--- config.mk ---
export PLATFORM = sky130hd
export DESIGN_NAME = pwr_mode_ctrl
export DESIGN_NICKNAME = d
export VERILOG_FILES = /design/src/rtl/pwr_mode_pkg.sv /design/src/rtl/pwr_mode_fsm.sv /design/src/rtl/pwr_mode_outputs.sv /design/src/rtl/pwr_mode_ctrl.sv
export SDC_FILE = /design/constraint.sdc
export NUM_CORES = 1
export LEC_CHECK = 0
export ABC_AREA = 1
export BUFFER_PORTS_ARGS = -buffer_cell sky130_fd_sc_hd__buf_2
export CORE_MARGIN = 1
export CORE_UTILIZATION = 40
export DETAILED_ROUTE_END_ITERATION = 6
export GPL_TIMING_DRIVEN = 0
export HOLD_SLACK_MARGIN = 0.1
export PLACE_DENSITY_LB_ADDON = 0.3
export SYNTH_ARGS = -nofsm -noshare
export SYNTH_HDL_FRONTEND = slang
export SYNTH_SLANG_ARGS = --single-unit
--- constraint.sdc ---
create_clock -name clk -period 2.4 [get_ports clk]
set_input_delay 0.36 -clock clk [delete_from_list [all_inputs] [get_ports clk]]
set_output_delay 0.36 -clock clk [all_outputs]
set_load 0.02 [all_outputs]
--- src/rtl/pwr_mode_pkg.sv ---
package pwr_mode_pkg;

  typedef enum logic [2:0] {
    MODE_OFF   = 3'd0,
    MODE_STBY  = 3'd1,
    MODE_SLEEP = 3'd2,
    MODE_NORM  = 3'd3,
    MODE_HOT   = 3'd4
  } pwrMode_e;

  typedef struct packed {
    logic pulseStart;
    logic pulseLong;
  } ctrlStrobe_t;

  localparam logic [1:0] CAN_OFF    = 2'b00;
  localparam logic [1:0] CAN_LOWPWR = 2'b01;
  localparam logic [1:0] CAN_ACTIVE = 2'b10;

  localparam logic [1:0] SPECIAL_NONE = 2'b00;
  localparam logic [1:0] SPECIAL_OFF  = 2'b01;
  localparam logic [1:0] SPECIAL_HOT  = 2'b10;

endpackage

--- src/rtl/pwr_mode_fsm.sv ---
module pwr_mode_fsm
  import pwr_mode_pkg::*;
(
  input  logic        clk,
  input  logic        rstN,
  input  logic        batPowerOff,
  input  logic        batPowerOn,
  input  logic        otActive,
  input  logic        otRelease,
  input  logic        canWake,
  input  logic        localWake,
  input  logic        mcWrite,
  input  logic [1:0]  mcCode,
  input  logic        sysResetReq,
  input  logic        cfgLongReset,
  output pwrMode_e    curMode,
  output logic        v2Sel,
  output ctrlStrobe_t strobe
);

  pwrMode_e nextMode;
  logic     nextV2;

  // Event resolution: supply-off > over-temperature > reset > wake > write
  always_comb begin
    nextMode          = curMode;
    nextV2            = v2Sel;
    strobe.pulseStart = 1'b0;
    strobe.pulseLong  = cfgLongReset;
    if (batPowerOff) begin
      nextMode = MODE_OFF;
      nextV2   = 1'b0;
    end else begin
      unique case (curMode)
        MODE_OFF: begin
          if (batPowerOn) begin
            nextMode          = MODE_STBY;
            strobe.pulseStart = 1'b1;
          end
        end
        MODE_HOT: begin
          if (otRelease) nextMode = MODE_STBY;
        end
        default: begin
          if (curMode == MODE_STBY && otActive) begin
            nextMode = MODE_HOT;
          end else if (sysResetReq) begin
            nextMode          = MODE_STBY;
            nextV2            = 1'b0;
            strobe.pulseStart = 1'b1;
          end else if (curMode == MODE_SLEEP) begin
            if (canWake || localWake) nextMode = MODE_STBY;
          end else if (mcWrite) begin
            if (curMode == MODE_STBY) begin
              unique case (mcCode)
                2'b00: nextMode = MODE_STBY;
                2'b01: nextMode = MODE_SLEEP;
                default: begin
                  nextMode = MODE_NORM;
                  nextV2   = mcCode[0];
                end
              endcase
            end else begin
              // Normal mode: sleep request is not a legal move
              unique case (mcCode)
                2'b00: begin
                  nextMode = MODE_STBY;
                  nextV2   = 1'b0;
                end
                2'b01: nextMode = MODE_NORM;
                default: nextV2 = mcCode[0];
              endcase
            end
          end
        end
      endcase
    end
  end

  always_ff @(posedge clk) begin
    if (!rstN) begin
      curMode <= MODE_OFF;
      v2Sel   <= 1'b0;
    end else begin
      curMode <= nextMode;
      v2Sel   <= nextV2;
    end
  end

endmodule

--- src/rtl/pwr_mode_outputs.sv ---
module pwr_mode_outputs
  import pwr_mode_pkg::*;
#(
  parameter int SHORT_CYCLES = 4,
  parameter int LONG_CYCLES  = 32
) (
  input  logic        clk,
  input  logic        rstN,
  input  pwrMode_e    curMode,
  input  logic        v2Sel,
  input  ctrlStrobe_t strobe,
  input  logic        canLowPowerCfg,
  input  logic        wdDisablePin,
  input  logic        wdModeBit,
  output logic        v1En,
  output logic        v2En,
  output logic [1:0]  canMode,
  output logic        busHiZ,
  output logic        wdRun,
  output logic        rstOutN,
  output logic [1:0]  modeCode,
  output logic [1:0]  specialMode
);

  localparam int MAX_CYCLES = (LONG_CYCLES > SHORT_CYCLES) ? LONG_CYCLES : SHORT_CYCLES;
  localparam int CNT_W      = $clog2(MAX_CYCLES + 1);

  logic [CNT_W-1:0] pulseCnt;

  always_ff @(posedge clk) begin
    if (!rstN) begin
      pulseCnt <= '0;
    end else if (strobe.pulseStart) begin
      pulseCnt <= strobe.pulseLong ? CNT_W'(LONG_CYCLES) : CNT_W'(SHORT_CYCLES);
    end else if (pulseCnt != '0) begin
      pulseCnt <= pulseCnt - 1'b1;
    end
  end

  always_comb begin
    v1En        = 1'b0;
    v2En        = 1'b0;
    canMode     = CAN_OFF;
    busHiZ      = 1'b0;
    wdRun       = 1'b0;
    modeCode    = 2'b00;
    specialMode = SPECIAL_NONE;
    unique case (curMode)
      MODE_OFF: begin
        busHiZ      = 1'b1;
        specialMode = SPECIAL_OFF;
      end
      MODE_STBY: begin
        v1En    = 1'b1;
        canMode = canLowPowerCfg ? CAN_LOWPWR : CAN_OFF;
        wdRun   = !wdDisablePin && wdModeBit;
      end
      MODE_SLEEP: begin
        canMode  = CAN_LOWPWR;
        modeCode = 2'b01;
      end
      MODE_NORM: begin
        v1En     = 1'b1;
        v2En     = v2Sel;
        canMode  = CAN_ACTIVE;
        wdRun    = !wdDisablePin;
        modeCode = {1'b1, v2Sel};
      end
      default: specialMode = SPECIAL_HOT;
    endcase
    rstOutN = v1En && (pulseCnt == '0);
  end

endmodule

--- src/rtl/pwr_mode_ctrl.sv ---
module pwr_mode_ctrl
  import pwr_mode_pkg::*;
#(
  parameter int SHORT_CYCLES = 4,
  parameter int LONG_CYCLES  = 32
) (
  input  logic       clk,
  input  logic       rstN,
  input  logic       batPowerOff,
  input  logic       batPowerOn,
  input  logic       otActive,
  input  logic       otRelease,
  input  logic       canWake,
  input  logic       localWake,
  input  logic       mcWrite,
  input  logic [1:0] mcCode,
  input  logic       sysResetReq,
  input  logic       cfgLongReset,
  input  logic       canLowPowerCfg,
  input  logic       wdDisablePin,
  input  logic       wdModeBit,
  output logic       v1En,
  output logic       v2En,
  output logic [1:0] canMode,
  output logic       busHiZ,
  output logic       wdRun,
  output logic       rstOutN,
  output logic [1:0] modeCode,
  output logic [1:0] specialMode
);

  pwrMode_e    curMode;
  logic        v2Sel;
  ctrlStrobe_t strobe;

  pwr_mode_fsm u_fsm (
    .clk          (clk),
    .rstN         (rstN),
    .batPowerOff  (batPowerOff),
    .batPowerOn   (batPowerOn),
    .otActive     (otActive),
    .otRelease    (otRelease),
    .canWake      (canWake),
    .localWake    (localWake),
    .mcWrite      (mcWrite),
    .mcCode       (mcCode),
    .sysResetReq  (sysResetReq),
    .cfgLongReset (cfgLongReset),
    .curMode      (curMode),
    .v2Sel        (v2Sel),
    .strobe       (strobe)
  );

  pwr_mode_outputs #(
    .SHORT_CYCLES (SHORT_CYCLES),
    .LONG_CYCLES  (LONG_CYCLES)
  ) u_out (
    .clk            (clk),
    .rstN           (rstN),
    .curMode        (curMode),
    .v2Sel          (v2Sel),
    .strobe         (strobe),
    .canLowPowerCfg (canLowPowerCfg),
    .wdDisablePin   (wdDisablePin),
    .wdModeBit      (wdModeBit),
    .v1En           (v1En),
    .v2En           (v2En),
    .canMode        (canMode),
    .busHiZ         (busHiZ),
    .wdRun          (wdRun),
    .rstOutN        (rstOutN),
    .modeCode       (modeCode),
    .specialMode    (specialMode)
  );

endmodule

Word-level counts from Yosys, hierarchy flattened. Index checks and enable logic that the tools add are counted.

Flip-flop bits (word level): 10. Output and inout bits: 11. Logic and storage cells: 71. Bits of input ports: 16.

Add/sub/neg operators: 1. Bitwise logic cells: 3. Muxes and demuxes: 33. Eq/ne operators: 11. Reductions and logical operators: 20.

Operators by type and width (count): 3-bit 2-to-1 mux (8); 6-bit 2-to-1 mux (3); 1-bit 2-to-1 mux (13); 2-bit one-hot mux with 2 select lines (3); 3-bit one-hot mux with 2 select lines (2); 6-bit nonzero test (2); 8-bit nonzero test (1); 2-bit OR reduction (4); 3-bit by 2-bit == test with 1-bit output, second input constant (2); 6-bit logical NOT (1); 2-bit != test, second input constant (3); 6-bit by 5-bit != test with 1-bit output, second input constant (1); 1-bit one-hot mux with 2 select lines (3); 2-bit one-hot mux with 3 select lines (1); 6-bit AND reduction (1); 6-bit by 1-bit subtractor with 6-bit output, second input constant (1); 5-bit AND reduction (1); 2-bit nonzero test (2); 3-bit by 1-bit == test with 1-bit output, second input constant (1); 3-bit == test, second input constant (1); 1-bit logical AND (3); 3-bit logical NOT (1); 3-bit by 2-bit != test with 1-bit output, second input constant (1); 3-bit != test, second input constant (1); other kinds (6) (8).

Depth between registers and ports, before layout.
Word-level depth: 8. Mapped depth: 9. Depth with buffers taken out: 9.

Cells and area by module. From an unflattened synthesis, not the netlist that was laid out.

Cells, all modules: 134. Area total of the unflattened synthesis: 822.0 um^2.

Modules (own cells, without submodules): pwr_mode_outputs (area each 444.2 um^2, seq. area each 120.1 um^2, times used 1, cells each 68); pwr_mode_fsm (area each 377.9 um^2, seq. area each 80.1 um^2, times used 1, cells each 66).

Worst setup path before layout. OpenSTA, ideal clock, no wires.

Path kind: register to output. Start: reg u_fsm.curMode[1]. End: out wdRun. Arrival time: 1.506 ns. Path buffers: 0. Data required time: 2.040 ns. Stages on the path, launching flop included: 7. Setup slack: 0.534 ns. Cell sequence: dfxtp_1 > inv_1 > nor2_1 > inv_1 > nor2_1 > nor2_1 > nor3_1.

Word-level cells in the longest chain between the ends: 2. Elaborated cells between the ends (all ways): 3. Classes of those cells: 2 x eq/ne; 1 x mux.

Ends and longest elaborated chain: start: declaration (RTL line pwr_mode_fsm.sv:16) `output pwrMode_e curMode,`; start signal: assignment (RTL line pwr_mode_fsm.sv:85) `curMode <= nextMode;`; 3-bit by 2-bit == test with 1-bit output / 3-bit by 1-bit == test with 1-bit output (equally long branches) (RTL line pwr_mode_outputs.sv:48) `unique case (curMode)`; 1-bit one-hot mux with 2 select lines * (RTL line pwr_mode_outputs.sv:48); end: declaration (RTL line pwr_mode_ctrl.sv:26) `output logic wdRun,`.

Mark *: on every way between the ends. The rest lies on a longest branch, timed or not.

Worst setup path after layout.
Start: reg u_out.pulseCnt[0]. End: out rstOutN.

Word-level cells in the longest chain between the ends: 2.

Ends and longest elaborated chain: start: declaration (RTL line pwr_mode_outputs.sv:28) `logic [CNT_W-1:0] pulseCnt;`; start signal: assignment (RTL line pwr_mode_outputs.sv:34) `pulseCnt <= strobe.pulseLong ? CNT_W'(LONG_CYCLES) : CNT_W'(SHORT_CYCLES);`; start signal: assignment (RTL line pwr_mode_outputs.sv:36) `pulseCnt <= pulseCnt - 1'b1;`; 6-bit logical NOT (RTL line pwr_mode_outputs.sv:71) `rstOutN = v1En && (pulseCnt == '0);`; 1-bit logical AND (RTL line pwr_mode_outputs.sv:71); end: declaration (RTL line pwr_mode_ctrl.sv:27) `output logic rstOutN,`.

Every way passes these cells.

==> flow_metrics.tcl <==
set metrics [dict create \
    setup_viol 0 \
    grt_pass1_wl_mm 2.82 \
    slowest_stage "dfxtp_1" \
    drt_iter0_markers 11 \
    netlist_area_um2 763 \
    fp-row-count 15 \
    peakVddDrop_v 0.000664 \
    cts_buffers 3 \
    design_area_um2 961 \
    synth_top_family_by_area "simple AND/OR/NAND/NOR gates" \
    yosys.area_share.simple 0.511 \
    fin_worst_skew_ps 4.13 \
    slew_headroom 0.756 \
    initial_core_util 0.433 \
    yosys.area.top_type "dfxtp_1" \
    path_cells "inv_1, ha_1, inv_1, nor2_1, nand3_1, nor2_1, buf_2" \
    dr_wl_met3_um 94 \
    ys_top_cells_by_area "dfxtp_1 (26%), nand2_1 (19%), nor2_1 (13%)" \
    cts_max_level 1 \
    hold_buffers 0 \
    num_antenna_cells 0 \
    dp_hpwl_mm 1.43 \
    p_leak_nw 0.546 \
    wl_mm 1.65 \
    power.internal_mw 0.473 \
    syn_nets 148 \
    tightest_slew_ps 361 \
    cts_tree "built" \
    dr_total_vias 878 \
    hold_path_class "in2reg" \
    critical_path_class "reg2out" \
    postCtsSetupBuffers 0 \
    report.final.slew_viol_count 0 \
    clockRootBuffer "clkbuf_4" \
    drv_cap 0 \
    dp_slack_ps 754 \
    switching_share 0.437 \
    clkSlewWorstSetupHoldPaths_ps 70 \
    p_sw_mw 0.367 \
    top_layer "met4" \
    synthAdderAreaFrac 0.0164 \
    grt_pass1_vias 739 \
    period_minus_slack_ps 1970 \
    grt_overflow 0 \
    power.density_nw_per_um2 874 \
    wl_met2_um 777 \
    ys_ff_latch 10 \
    synthXorXnorAreaFrac 0.0230 \
    cts.repair.resized 0 \
    crit_path_start_kind "register" \
    grt_max_degree 8 \
    rsz0062_at_grt "no" \
    ant_nets 0 \
    cp.required_ps 2040 \
    fmax_ghz 0.507 \
    muxShareOfSynthArea 0 \
    avgSynthCellArea_um2 5.83 \
    hold_viol_final 0 \
    firstDrtPassIters 4 \
    die-area_um2 2090 \
    end_kind "output pin" \
    yosysWarnings 0 \
    wl_met1_um 748 \
    critPathMaxStageDelay_ps 320 \
    path_delay_family "simple AND/OR/NAND/NOR gates" \
    final-seq-area_um2 200 \
    synthToLayoutAreaGrowth_pct 25.9 \
    fin_ws_ps 427 \
    die_width_um 45.7 \
    grt_use_total 0.193 \
    clock-sinks 10 \
    critPathMaxFanout 7 \
    p_total_mw 0.840 \
    antenna_found_initial 0 \
    cp_num_buf_inv 3 \
    routedWlPerCell_um 8.87 \
    cp_data_arrival_time_ps 1610 \
    final_layout_size_suffix_gt1_frac 0.267 \
    tns_ps 0 \
    portBuffers 26 \
    pwr-share-comb 0.515 \
    fp.coreArea_um2 1760 \
    die_h_um 45.7 \
    synth_top_area_frac 0.262 \
    clk_path_buf_depth 2 \
    p_clk_frac 0.184 \
    multi_input_area_um2 467 \
    syn_inst 131 \
    synth.distinct_cells 20 \
    globalplace.congestion 0.805 \
    status "completed" \
    detail_route.vias_per_cell 4.72 \
    final.period_utilization 0.822 \
    ioPinCount 27 \
    synth_compound_gate_area_share 0.0607 \
    synth-seq-area-share 0.262 \
    clkLatencyLatePin_ps 270 \
    power_frac_seq 0.301 \
    drc 0 \
    dpl-instance-area_um2 925 \
    nets 179 \
    nFillCells 210 \
]
-- final timing paths --
| path | slack (ps) | cells past startpoint | endpoint | start |
|---|---|---|---|---|
| setup / recovery | 430 | 7 | rstOutN | u_out.pulseCnt[0] |
| hold / removal | 340 | 3 | u_out.pulseCnt[5] | rstN |
| setup reg to reg | 940 | 8 | u_out.pulseCnt[3] | u_out.pulseCnt[0] |
| hold reg to reg | 490 | 2 | u_fsm.v2Sel | u_fsm.v2Sel |
-- cells in the final DEF, fill, tap and decap left out --
cell	Yosys	layout
a31oi_1	1	1
clkbuf_8	0	1
dlygate4sd3_1	1	1
a21oi_1	3	3
nand4_4	1	1
nor2_1	27	27
dfxtp_1	10	10
ha_1	1	1
inv_1	19	19
buf_4	1	1
o21ai_0	5	5
nand3_1	5	5
clkbuf_4	0	3
or2_2	1	1
buf_2	0	26
inv_2	2	2
nand2_1	38	38
nor3_1	5	5
nand3b_1	1	1
nand2_2	2	2
nand3_2	3	3
nor2_2	3	3
xor2_1	2	2
-- cell type report --
| cell class | count | area share |
|---|---|---|
| Tap cell | 25 | 0.0326 |
| Sequential cell | 10 | 0.208 |
| Multi-Input combinational cell | 98 | 0.486 |
| Inverter | 21 | 0.0820 |
| Clock buffer | 4 | 0.0378 |
| Timing Repair Buffer | 26 | 0.135 |
| Buffer | 2 | 0.0182 |
-- synth_stat cells --
library cell,instances
buf_4,1
or2_2,1
a31oi_1,1
inv_2,2
nand2_2,2
nor3_1,5
dlygate4sd3_1,1
xor2_1,2
dfxtp_1,10
inv_1,19
nand3b_1,1
nor2_2,3
a21oi_1,3
o21ai_0,5
nand4_4,1
nor2_1,27
ha_1,1
nand2_1,38
nand3_1,5
nand3_2,3
-- per-stage QoR --
step | cells | hold slack (ps) | utilization
2_1_floorplan | 131 | 452 | -
3_3_place_gp | 182 | 477 | 0.524
3_5_place_dp | 182 | 484 | 0.524
4_1_cts | 186 | 337 | 0.545
5_1_grt | 186 | 345 | 0.545
6_report | 186 | 342 | 0.545
-- metal layers --
metal	up-vias	track usage
met4	0	0.109
met1	386	0.217
met2	29	0.320
met5	-	0
li1	459	-
met3	4	0.0595
-- logic make-up after synthesis --
logic type,after synthesis
compound gates,9
fa+ha+maj,1
simple gates,86
buf+inv,23
flops,10
xor+xnor,2
-- power by group through the flow --
stage	clock network, mW	logic [mW]	registers [mW]
after floorplan	0	0.350	0.248
after global placement	0	0.421	0.254
after detailed placement	0	0.433	0.257
after CTS	0.160	0.435	0.254
after global routing	0.164	0.514	0.257
final	0.154	0.432	0.253
-- tightest hold or removal path, cell delays in order --
cell	delay, ps
buf_2	120
nand2_1	60
nor2_1	30
-- state kept, by name (all words and copies together) (netlist names) --
signal / flops
u_fsm.v2Sel: 1
u_out.pulseCnt: 6
u_fsm.curMode: 3
Power figures use the tool's default switching activity.
